===== src/rtl/twc_pkg.sv =====
package twc_pkg;

    typedef enum logic [1:0] {
        TWC_IDLE     = 2'd0,
        TWC_SAVE_PC  = 2'd1,
        TWC_SAVE_NPC = 2'd2,
        TWC_HALT     = 2'd3
    } twc_state_e;

    localparam logic [7:0] TT_ILLEGAL   = 8'h02;
    localparam logic [7:0] TT_UNDERFLOW = 8'h06;

endpackage


===== src/rtl/twc_win_arith.sv =====
module twc_win_arith #(
    parameter int NWIN   = 8,
    parameter int CWPF_W = 5,
    localparam int CWP_W = $clog2(NWIN)
) (
    input  logic [CWP_W-1:0]  cur,
    input  logic [NWIN-1:0]   mask,
    input  logic [CWPF_W-1:0] wr_field,
    output logic [CWP_W-1:0]  dec,
    output logic [CWP_W-1:0]  inc,
    output logic              inc_marked,
    output logic              field_legal
);

    logic [NWIN-1:0] hit;

    // Power-of-two window count: wrap is plain truncation
    assign dec = cur - CWP_W'(1);
    assign inc = cur + CWP_W'(1);

    for (genvar i = 0; i < NWIN; i++) begin : g_hit
        assign hit[i] = (inc == CWP_W'(i)) && mask[i];
    end

    assign inc_marked  = |hit;
    assign field_legal = ({1'b0, wr_field} < (CWPF_W+1)'(NWIN));

endmodule


===== src/rtl/twc_vec_gen.sv =====
module twc_vec_gen #(
    parameter int AW   = 32,
    parameter int TT_W = 8,
    localparam int TB_LO = TT_W + 4
) (
    input  logic [AW-1:TB_LO] base,
    input  logic [TT_W-1:0]   tt,
    output logic [AW-1:0]     vec_pc,
    output logic [AW-1:0]     vec_npc
);

    assign vec_pc  = {base, tt, 4'b0000};
    assign vec_npc = vec_pc + AW'(4);

endmodule


===== src/rtl/trap_window_ctrl.sv =====
module trap_window_ctrl
    import twc_pkg::*;
#(
    parameter int NWIN     = 8,
    parameter int AW       = 32,
    parameter int TT_W     = 8,
    parameter int CWPF_W   = 5,
    parameter int RIDX_W   = 5,
    parameter int PC_SLOT  = 9,
    parameter int NPC_SLOT = 10,
    localparam int CWP_W   = $clog2(NWIN)
) (
    input  logic              clk,
    input  logic              rst_n,
    input  logic              trap_req,
    input  logic [TT_W-1:0]   trap_type,
    input  logic [AW-1:0]     cur_pc,
    input  logic [AW-1:0]     cur_npc,
    input  logic              rett_req,
    input  logic              psr_wr,
    input  logic [CWPF_W-1:0] psr_wr_cwp,
    input  logic              psr_wr_et,
    input  logic              psr_wr_s,
    input  logic              psr_wr_ps,
    input  logic              wim_wr,
    input  logic [NWIN-1:0]   wim_wr_data,
    input  logic              tbr_wr,
    input  logic [AW-1:0]     tbr_wr_data,
    output logic [CWP_W-1:0]  cwp,
    output logic              trap_en,
    output logic              sup_mode,
    output logic              prev_sup,
    output logic [NWIN-1:0]   wim,
    output logic [AW-1:0]     tbr,
    output logic              rf_we,
    output logic [CWP_W-1:0]  rf_win,
    output logic [RIDX_W-1:0] rf_idx,
    output logic [AW-1:0]     rf_wdata,
    output logic              redirect_valid,
    output logic [AW-1:0]     redirect_pc,
    output logic [AW-1:0]     redirect_npc,
    output logic              error_halt
);

    localparam int TB_LO = TT_W + 4;

    twc_state_e          st_q, st_d;
    logic [CWP_W-1:0]    cwp_q, cwp_d;
    logic                et_q, et_d;
    logic                s_q, s_d;
    logic                ps_q, ps_d;
    logic [NWIN-1:0]     wim_q, wim_d;
    logic [AW-1:TB_LO]   base_q, base_d;
    logic [TT_W-1:0]     tt_q, tt_d;
    logic [AW-1:0]       pcs_q, pcs_d;
    logic [AW-1:0]       npcs_q, npcs_d;

    logic [CWP_W-1:0]    cwp_dec, cwp_inc;
    logic                inc_marked, field_legal;
    logic [AW-1:0]       vec_pc, vec_npc;

    // Decoded command for this cycle
    logic                ev_trap, ev_et;
    logic [TT_W-1:0]     ev_tt;
    logic                ev_rett_ok, ev_psr_ok, ev_wim, ev_tbr;

    logic                unused_tbr_lo;
    assign unused_tbr_lo = ^tbr_wr_data[TB_LO-1:0];

    twc_win_arith #(
        .NWIN   (NWIN),
        .CWPF_W (CWPF_W)
    ) u_win_arith (
        .cur         (cwp_q),
        .mask        (wim_q),
        .wr_field    (psr_wr_cwp),
        .dec         (cwp_dec),
        .inc         (cwp_inc),
        .inc_marked  (inc_marked),
        .field_legal (field_legal)
    );

    twc_vec_gen #(
        .AW   (AW),
        .TT_W (TT_W)
    ) u_vec_gen (
        .base    (base_q),
        .tt      (tt_q),
        .vec_pc  (vec_pc),
        .vec_npc (vec_npc)
    );

    // Command ranking: trap, return, status write, mask/base writes
    always_comb begin
        ev_trap    = 1'b0;
        ev_et      = 1'b0;
        ev_tt      = '0;
        ev_rett_ok = 1'b0;
        ev_psr_ok  = 1'b0;
        ev_wim     = 1'b0;
        ev_tbr     = 1'b0;
        if (st_q == TWC_IDLE) begin
            if (trap_req) begin
                ev_trap = 1'b1;
                ev_tt   = trap_type;
                ev_et   = et_q;
            end else if (rett_req) begin
                if (et_q) begin
                    ev_trap = 1'b1;
                    ev_tt   = TT_W'(TT_ILLEGAL);
                    ev_et   = 1'b1;
                end else if (inc_marked) begin
                    // Return sets enable before the underflow check
                    ev_trap = 1'b1;
                    ev_tt   = TT_W'(TT_UNDERFLOW);
                    ev_et   = 1'b1;
                end else begin
                    ev_rett_ok = 1'b1;
                end
            end else if (psr_wr) begin
                if (field_legal) begin
                    ev_psr_ok = 1'b1;
                end else begin
                    ev_trap = 1'b1;
                    ev_tt   = TT_W'(TT_ILLEGAL);
                    ev_et   = et_q;
                end
            end else begin
                ev_wim = wim_wr;
                ev_tbr = tbr_wr;
            end
        end
    end

    // Next state and architectural register updates
    always_comb begin
        st_d   = st_q;
        cwp_d  = cwp_q;
        et_d   = et_q;
        s_d    = s_q;
        ps_d   = ps_q;
        wim_d  = wim_q;
        base_d = base_q;
        tt_d   = tt_q;
        pcs_d  = pcs_q;
        npcs_d = npcs_q;
        unique case (st_q)
            TWC_IDLE: begin
                if (ev_trap) begin
                    if (!ev_et) begin
                        st_d = TWC_HALT;
                    end else begin
                        st_d   = TWC_SAVE_PC;
                        et_d   = 1'b0;
                        cwp_d  = cwp_dec;
                        ps_d   = s_q;
                        s_d    = 1'b1;
                        tt_d   = ev_tt;
                        pcs_d  = cur_pc;
                        npcs_d = cur_npc;
                    end
                end else if (ev_rett_ok) begin
                    et_d  = 1'b1;
                    cwp_d = cwp_inc;
                    s_d   = ps_q;
                end else if (ev_psr_ok) begin
                    cwp_d = psr_wr_cwp[CWP_W-1:0];
                    et_d  = psr_wr_et;
                    s_d   = psr_wr_s;
                    ps_d  = psr_wr_ps;
                end
                if (ev_wim) wim_d  = wim_wr_data;
                if (ev_tbr) base_d = tbr_wr_data[AW-1:TB_LO];
            end
            TWC_SAVE_PC:  st_d = TWC_SAVE_NPC;
            TWC_SAVE_NPC: st_d = TWC_IDLE;
            TWC_HALT:     st_d = TWC_HALT;
            default:      st_d = TWC_IDLE;
        endcase
    end

    // State register
    always_ff @(posedge clk) begin
        if (!rst_n) begin
            st_q   <= TWC_IDLE;
            cwp_q  <= '0;
            et_q   <= 1'b0;
            s_q    <= 1'b1;
            ps_q   <= 1'b0;
            wim_q  <= '0;
            base_q <= '0;
            tt_q   <= '0;
            pcs_q  <= '0;
            npcs_q <= '0;
        end else begin
            st_q   <= st_d;
            cwp_q  <= cwp_d;
            et_q   <= et_d;
            s_q    <= s_d;
            ps_q   <= ps_d;
            wim_q  <= wim_d;
            base_q <= base_d;
            tt_q   <= tt_d;
            pcs_q  <= pcs_d;
            npcs_q <= npcs_d;
        end
    end

    // Outputs per state
    always_comb begin
        rf_we          = 1'b0;
        rf_idx         = '0;
        rf_wdata       = '0;
        redirect_valid = 1'b0;
        error_halt     = 1'b0;
        unique case (st_q)
            TWC_IDLE: ;
            TWC_SAVE_PC: begin
                rf_we    = 1'b1;
                rf_idx   = RIDX_W'(PC_SLOT);
                rf_wdata = pcs_q;
            end
            TWC_SAVE_NPC: begin
                rf_we          = 1'b1;
                rf_idx         = RIDX_W'(NPC_SLOT);
                rf_wdata       = npcs_q;
                redirect_valid = 1'b1;
            end
            TWC_HALT: error_halt = 1'b1;
            default: ;
        endcase
    end

    assign rf_win       = cwp_q;
    assign redirect_pc  = redirect_valid ? vec_pc  : '0;
    assign redirect_npc = redirect_valid ? vec_npc : '0;
    assign cwp          = cwp_q;
    assign trap_en      = et_q;
    assign sup_mode     = s_q;
    assign prev_sup     = ps_q;
    assign wim          = wim_q;
    assign tbr          = {base_q, tt_q, 4'b0000};

endmodule


===== config.mk =====
export PLATFORM = sky130hd
export DESIGN_NAME = trap_window_ctrl
export DESIGN_NICKNAME = d
export VERILOG_FILES = /design/src/rtl/twc_pkg.sv /design/src/rtl/twc_win_arith.sv /design/src/rtl/twc_vec_gen.sv /design/src/rtl/trap_window_ctrl.sv
export SDC_FILE = /design/constraint.sdc
export NUM_CORES = 1
export LEC_CHECK = 0
export BUFFER_PORTS_ARGS = -buffer_cell sky130_fd_sc_hd__buf_2
export CELL_PAD_IN_SITES_DETAIL_PLACEMENT = 0
export CELL_PAD_IN_SITES_GLOBAL_PLACEMENT = 1
export CORE_MARGIN = 4
export CORE_UTILIZATION = 29
export CTS_BUF_LIST = sky130_fd_sc_hd__clkbuf_16
export CTS_CLUSTER_DIAMETER = 30
export DETAILED_ROUTE_END_ITERATION = 7
export MAX_ROUTING_LAYER = met4
export PLACE_DENSITY = 0.79
export SLEW_MARGIN = 15
export SYNTH_ARGS = -nofsm -noshare
export SYNTH_HDL_FRONTEND = slang
export SYNTH_SLANG_ARGS = --single-unit

===== constraint.sdc =====
create_clock -name clk -period 2 [get_ports clk]
set_input_delay 0.2 -clock clk [delete_from_list [all_inputs] [get_ports clk]]
set_output_delay 0.2 -clock clk [all_outputs]
set_load 0.01 [all_outputs]

## Yosys cells after proc, flatten, opt, wreduce, memory -nomap -nowiden

Index checks and enable logic that the tools add are counted.

| storage, ports and cells | value |
|---|---|
| register bits | 108 |
| output and inout port bits | 153 |
| word-level logic and storage cells | 108 |

| operators by class | value |
|---|---|
| $add $sub $neg | 3 |
| $lt $le $gt $ge | 1 |
| eq/ne operators | 13 |
| mux-type cells | 62 |
| reductions and logical operators | 19 |

Operator list:

| kind | count |
|---|---|
| 2-to-1 mux 32 bit | 2 |
| one-hot mux 32 bit (2 select lines) | 1 |
| 2-to-1 mux 1 bit | 45 |
| adder 32 x 3 -> 32 bit (second input constant) | 1 |
| 2-to-1 mux 3 bit | 6 |
| 2-to-1 mux 8 bit | 2 |
| == test 3 bit (second input constant) | 4 |
| logical AND 1 bit | 8 |
| 2-to-1 mux 2 bit | 4 |
| one-hot mux 2 bit (4 select lines) | 1 |
| one-hot mux 4 bit (2 select lines) | 1 |
| OR reduction 8 bit | 1 |
| == test 3 x 2 -> 1 bit (second input constant) | 2 |
| AND reduction 3 bit | 2 |
| less-than comparator 5 x 4 -> 1 bit (second input constant) | 1 |
| == test 2 bit (second input constant) | 2 |
| inequality test 2 bit (second input constant) | 2 |
| AND reduction 2 bit | 2 |
| AND reduction 4 bit | 1 |
| adder 3 x 1 -> 3 bit (second input constant) | 1 |
| == test 3 x 1 -> 1 bit (second input constant) | 1 |
| logical NOT 3 bit | 1 |
| nonzero test 3 bit | 1 |
| subtractor 3 x 1 -> 3 bit (second input constant) | 1 |
| 5 further kinds | 5 |

## Logic depth before layout (Yosys ltp)

| logic depth | value |
|---|---|
| depth in word-level cells | 12 |
| mapped depth | 9 |
| mapped depth without buffers | 7 |

## Cells and area by module

From an unflattened synthesis, not the netlist that was laid out.

| unflattened totals | value |
|---|---|
| cells, all modules | 738 |
| area total of the unflattened synthesis | 5921.9 sq um |

Modules (own cells, without submodules):

| module | instances | cells each | area each (sq um) | sequential area each (sq um) |
|---|---|---|---|---|
| trap_window_ctrl | 1 | 653 | 5275.1 | 2162.1 |
| twc_vec_gen | 1 | 66 | 488.0 | 0.0 |
| twc_win_arith | 1 | 19 | 158.9 | 0.0 |

## Least setup slack after synthesis

No wires, ideal clock.

| timing | value |
|---|---|
| path kind | flip-flop to flip-flop |
| from | register cwp_q[0] (netlist: cwp[0]) |
| to | register pcs_q[10] |
| setup time | 0.072 ns |
| data arrival time | 2.008 ns |
| data required time | 1.928 ns |
| setup slack | -0.079 ns |
| cell stages (with the launch flop) | 9 |
| buffers on the path | 2 |
| period minus slack after synthesis | 2.079 ns |
| path through | dfxtp_1 ha_1 xor2_1 and3_4 o41a_4 nor2_4 buf_6 buf_12 mux2i_1 |

| on the way | value |
|---|---|
| cells in the longest elaborated chain, start to end | 10 |

RTL lines:

| item | RTL line | text |
|---|---|---|
| start, declared | trap_window_ctrl.sv:48 | `logic [CWP_W-1:0] cwp_q, cwp_d;` |
| start signal, assigned | trap_window_ctrl.sv:197 | `cwp_q <= cwp_d;` |
| adder 3 x 1 -> 3 bit * | twc_win_arith.sv:19 | `assign inc = cur + CWP_W'(1);` |
| == test 3 x 1 -> 1 bit, or another cell as far along | twc_win_arith.sv:22 | `assign hit[i] = (inc == CWP_W'(i)) && mask[i];` |
| logical AND 1 bit | twc_win_arith.sv:22 |  |
| OR reduction 8 bit * | twc_win_arith.sv:25 | `assign inc_marked = \|hit;` |
| 2-to-1 mux 1 bit * | trap_window_ctrl.sv:112 | `end else if (inc_marked) begin` |
| 2-to-1 mux 1 bit * | trap_window_ctrl.sv:108 | `if (et_q) begin` |
| 2-to-1 mux 1 bit | trap_window_ctrl.sv:107 | `end else if (rett_req) begin` |
| 2-to-1 mux 1 bit | trap_window_ctrl.sv:103 | `if (trap_req) begin` |
| 2-to-1 mux 1 bit | trap_window_ctrl.sv:102 | `if (st_q == TWC_IDLE) begin` |
| AND reduction 3 bit (no line) * | - |  |
| end signal, assigned | trap_window_ctrl.sv:204 | `pcs_q <= pcs_d;` |
| end, declared | trap_window_ctrl.sv:55 | `logic [AW-1:0] pcs_q, pcs_d;` |

Every way passes the cells marked *; elsewhere a longest branch is shown, timed or not.
A chain may end at the register's enable or synchronous reset.

## Worst setup path in the final report

| timing | value |
|---|---|
| from | register cwp_q[0] (netlist: cwp[0]) |
| to | register npcs_q[19] |

| on the way | value |
|---|---|
| cells in the longest elaborated chain, start to end | 10 |

RTL lines:

| item | RTL line | text |
|---|---|---|
| adder 3 x 1 -> 3 bit * | twc_win_arith.sv:19 |  |
| == test 3 x 1 -> 1 bit, or another cell as far along | twc_win_arith.sv:22 |  |
| logical AND 1 bit | twc_win_arith.sv:22 |  |
| OR reduction 8 bit * | twc_win_arith.sv:25 |  |
| 2-to-1 mux 1 bit * | trap_window_ctrl.sv:112 |  |
| 2-to-1 mux 1 bit * | trap_window_ctrl.sv:108 |  |
| 2-to-1 mux 1 bit | trap_window_ctrl.sv:107 |  |
| 2-to-1 mux 1 bit | trap_window_ctrl.sv:103 |  |
| 2-to-1 mux 1 bit | trap_window_ctrl.sv:102 |  |
| AND reduction 3 bit (no line) * | - |  |
| end signal, assigned | trap_window_ctrl.sv:205 | `npcs_q <= npcs_d;` |
| end, declared | trap_window_ctrl.sv:56 | `logic [AW-1:0] npcs_q, npcs_d;` |

Marked as above.

==> summary.md <==
| Metric | Value |
|---|---|
| Outcome | `finished with violations` |
| Failing checks | `setup timing` |
| Reg clk slew, reported paths | `0.08 ns` |
| Sequential fraction of design power | `0.344` |
| Highest Clock Rate | `473.0 MHz` |
| CP Launch Type | `flop` |
| Largest net degree at the start of global routing | `136` |
| P_int | `5.075 mW` |
| DR iter-0 viols | `213` |
| CTS buffer count | `9` |
| Seq cells post-synth | `108` |
| Initial antenna violation count | `2` |
| Hold Path Origin | `tbr_wr_data[31]` |
| Crit path kind | `reg -> reg` |
| Cells on Worst Hold Path | `3` |
| RR Endpoint | `npcs_q[19]` |
| Post-synthesis area per instance | `8.314 um^2` |
| Fin. max-slew vios | `0` |
| Gpl congestion | `0.7853` |
| Crit-path max FO | `35` |
| Pwr/cell area | `1035 mW/mm^2` |
| RSZ-0062 raised after global routing | `true` |
| HPWL Detailed | `12.52 mm` |
| Post-synthesis sequential area ratio | `0.3864` |
| # IOs | `280` |
| Fraction of registers with async set/reset | `0` |
| CP arrival | `2.40 ns` |
| Core footprint | `0.01883 mm^2` |
| Worst reg2reg startpoint | `cwp[0]` |
| Crit path launch | `cwp[0]` |
| Max-Slew Margin vs Limit | `0.5270` |
| Clock network power share | `0.254` |
| CP Capture Type | `flop` |
| Final setup vio count | `66` |
| Mux share of post-synthesis cell area | `0.1288` |
| Critical path's slowest cell | `o41a_4` |
| Part of the cycle the worst path needs | `1.057` |
| Root buffer cell | `clkbuf_16` |
| Avg WL per Cell | `14.89 um` |
| Hold Path Class | `in -> reg` |
| Gate count after technology mapping | `673` |
| Die Span Y | `146.9 um` |
| Synthesized cell area | `0.005595 mm^2` |
| Final core occ | `0.4011` |
| P_sw | `2.745 mW` |
| Crit-path cells | `ha_4 -> xor2_2 -> and3_4 -> o41a_4 -> nor2_4 -> buf_12 -> mux2i_1` |
| Later-pin clock latency in the skew report | `0.35 ns` |
| Fin worst setup slack | `-0.1142 ns` |
| Total global-route track usage | `0.1564` |
| Crit path required time | `2.29 ns` |
| VDD IR max | `460.2 uV` |
| Clock sinks | `108` |
| Area share of xor/xnor cells in the synthesized design | `0.004696` |
| Logic pwr share | `0.403` |
| Worst R2R Setup Slack | `-0.11 ns` |
| DRC Markers | `0` |
| Clock skew | `0.007302 ns` |
| Area contributors post-synth | `dfxtp_1, mux2i_1, nand2_1, buf_4, a22oi_1` |
| Worst-Margin Slew | `0.7087 ns` |
| Final Hold Fails | `0` |
| Inst Count DP | `1136` |
| Top FF cell, synth | `dfxtp_1` |
| PortBufs | `254` |
| Lkg Pwr | `3.453 nW` |
| Die Area | `0.02158 mm^2` |
| R2r worst-path depth | `7` |
| Switching Fraction | `0.3510` |
| Ys Warns | `0` |
| Fraction of layout cells with a size suffix above 1 | `0.3740` |
| Post-synth EDFFs | `0` |
| Fillers | `1934` |
| # hold bufs at CTS | `0` |
| Area share of the largest cell type after synthesis | `0.3864` |
| Area growth from synthesis to layout | `35.00%` |
| GR Overflow Total | `0` |
| Via Count | `5211` |
| Vias in the first global route | `4978` |
| Finished Layout Cells | `1163` |
| Drt total wl | `17.32 mm` |
| Most common cell in the netlist | `nand2_1` |
| H-tree levels | `3` |
| Minimum clock period after layout | `2.114 ns` |
| WHS Endpoint | `base_q[31]` |
| Worst path top cell family by delay | `compound AO/OA/AOI/OAI gates` |
| Most instantiated cells after synthesis | `nand2_1, dfxtp_1, mux2i_1` |
| Worst Path Buf+Inv | `1` |
| Slowest Stage Delay on Critical Path | `0.44 ns` |
| DR vias/cell | `4.481` |
| Starting Density | `0.2971` |
| CTS max path bufs | `2` |
| Compound-gate portion of the synthesized area | `0.1176` |
| Die W | `146.9 um` |
| Adder-cell share of the synthesized area | `0.02236` |
| Post-layout nets | `1033` |
| Largest family of logic cells by synthesized area | `simple AND/OR/NAND/NOR gates` |
| Synth area leader | `dfxtp_1` |
| First-pass GRT wire length | `26.44 mm` |
| Post-Synth Simple-Gate Area | `0.2252` |
| Pre-Repair DR Iteration Count | `4` |
| Post-synth cell types | `43` |
| Antenna Violating Nets Remaining | `0` |
| CTS tree | `yes` |
| Max-cap viol count | `0` |
| Num rows | `50` |
## how the worst max path moves through the flow
| stage | end | cells past startpoint |
|---|---|---|
| 6_report | npcs_q[19] | 7 |
| 5_1_grt | pcs_q[22] | 7 |
| 4_1_cts | npcs_q[4] | 8 |
| 3_5_place_dp | pcs_q[30] | 8 |
| 3_3_place_gp | pcs_q[18] | 8 |
| 2_1_floorplan | pcs_q[10] | 8 |
## cell type report
class                      instances  area (um^2)  share of cell area
timing repair buffer             297         1747              0.2312
clock inverter                     7        106.4             0.01408
antenna                            2        5.005           0.0006626
inverter                           8        35.03            0.004638
multi-input combinational        472         2939              0.3891
clock buffer                       9        225.2             0.02982
tap                              260        325.3             0.04307
sequential                       108         2171              0.2874
## logic make-up (layout without fill, tap and decap cells)
family,after synthesis,count (layout)
and+or+nand+nor,275,275
DFF,108,108
buffers and inverters,105,321
AOI/OAI and AO/OA,99,99
muxes,72,72
adders and majority gates,10,10
xor gates and xnor gates,3,3
other,1,15
## timing repair
item / CTS / global route
cloned: 2 / 1
buffers inserted: 5 / 1
endpoints found under the setup margin: 88 / 117
gates resized for setup: 22 / 14
hold endpoints to repair: 0 / 0
pin swaps: 0 / 2
## metrics by stage
stage | setup WS (ns) | hold slack (ns) | TNS, ns | cell area [um^2] | total power [mW]
after floorplan | 0.0008271 | 0.3360 | 0 | 5659 | 4.551
after global placement | -0.04825 | 0.4384 | -2.219 | 6953 | 5.473
after detailed placement | -0.1206 | 0.4423 | -5.621 | 6953 | 5.491
after CTS | -0.07442 | 0.06120 | -2.998 | 7462 | 7.761
after global routing | -0.2144 | 0.06619 | -11.68 | 7553 | 8.304
final | -0.1142 | 0.07583 | -5.104 | 7553 | 7.820
## power groups by stage
stage	Clock [mW]	Sequential, mW	Combinational [mW]
global route	2.13	2.73	3.45
finish	1.98	2.69	3.15
CTS	2.06	2.68	3.02
floorplan	0	2.70	1.85
detailed placement	0	2.71	2.78
global placement	0	2.70	2.77
## flip-flops by register name, indices dropped and copies added, names as in the netlist
signal,flops
base_q,20
cwp,3
npcs_q,32
pcs_q,32
prev_sup,1
st_q,2
sup_mode,1
trap_en,1
tt_q,8
wim,8
## cells in the final DEF (no fill, tap or decap), types with 9 or more instances in the layout
| cell | n |
|---|---|
| buf_2 | 253 |
| nand4_1 | 9 |
| clkbuf_16 | 10 |
| mux2i_1 | 72 |
| conb_1 | 13 |
| and2_1 | 29 |
| o21ai_0 | 11 |
| buf_4 | 30 |
| a22oi_1 | 33 |
| dfxtp_1 | 105 |
| nor2_1 | 12 |
| nand2_1 | 173 |
| a21oi_1 | 30 |
| nor2b_1 | 33 |
## routing by layer
layer / vias up / part of all wire / wire length (um) / GRT usage
met5: - / 0 / 0 / -
met1: 2338 / 0.44 / 7558 / 0.1898
met3: 15 / 0.072 / 1242 / 0.04226
met4: 0 / 0.0096 / 167 / 0.03495
li1: 2651 / - / - / -
met2: 207 / 0.48 / 8350 / 0.2611
## worst reg2reg max path: cells and delay by family, from the launching register on
| family | cells | cell delay [ns] |
|---|---|---|
| mux | 1 | 0.26 |
| xor+xnor | 1 | 0.15 |
| simple gates | 2 | 0.37 |
| fa+ha+maj | 1 | 0.18 |
| flops | 1 | 0.38 |
| compound gates | 1 | 0.44 |
| buf+inv | 1 | 0.26 |
Note: power is estimated with default switching activity, not from simulation.
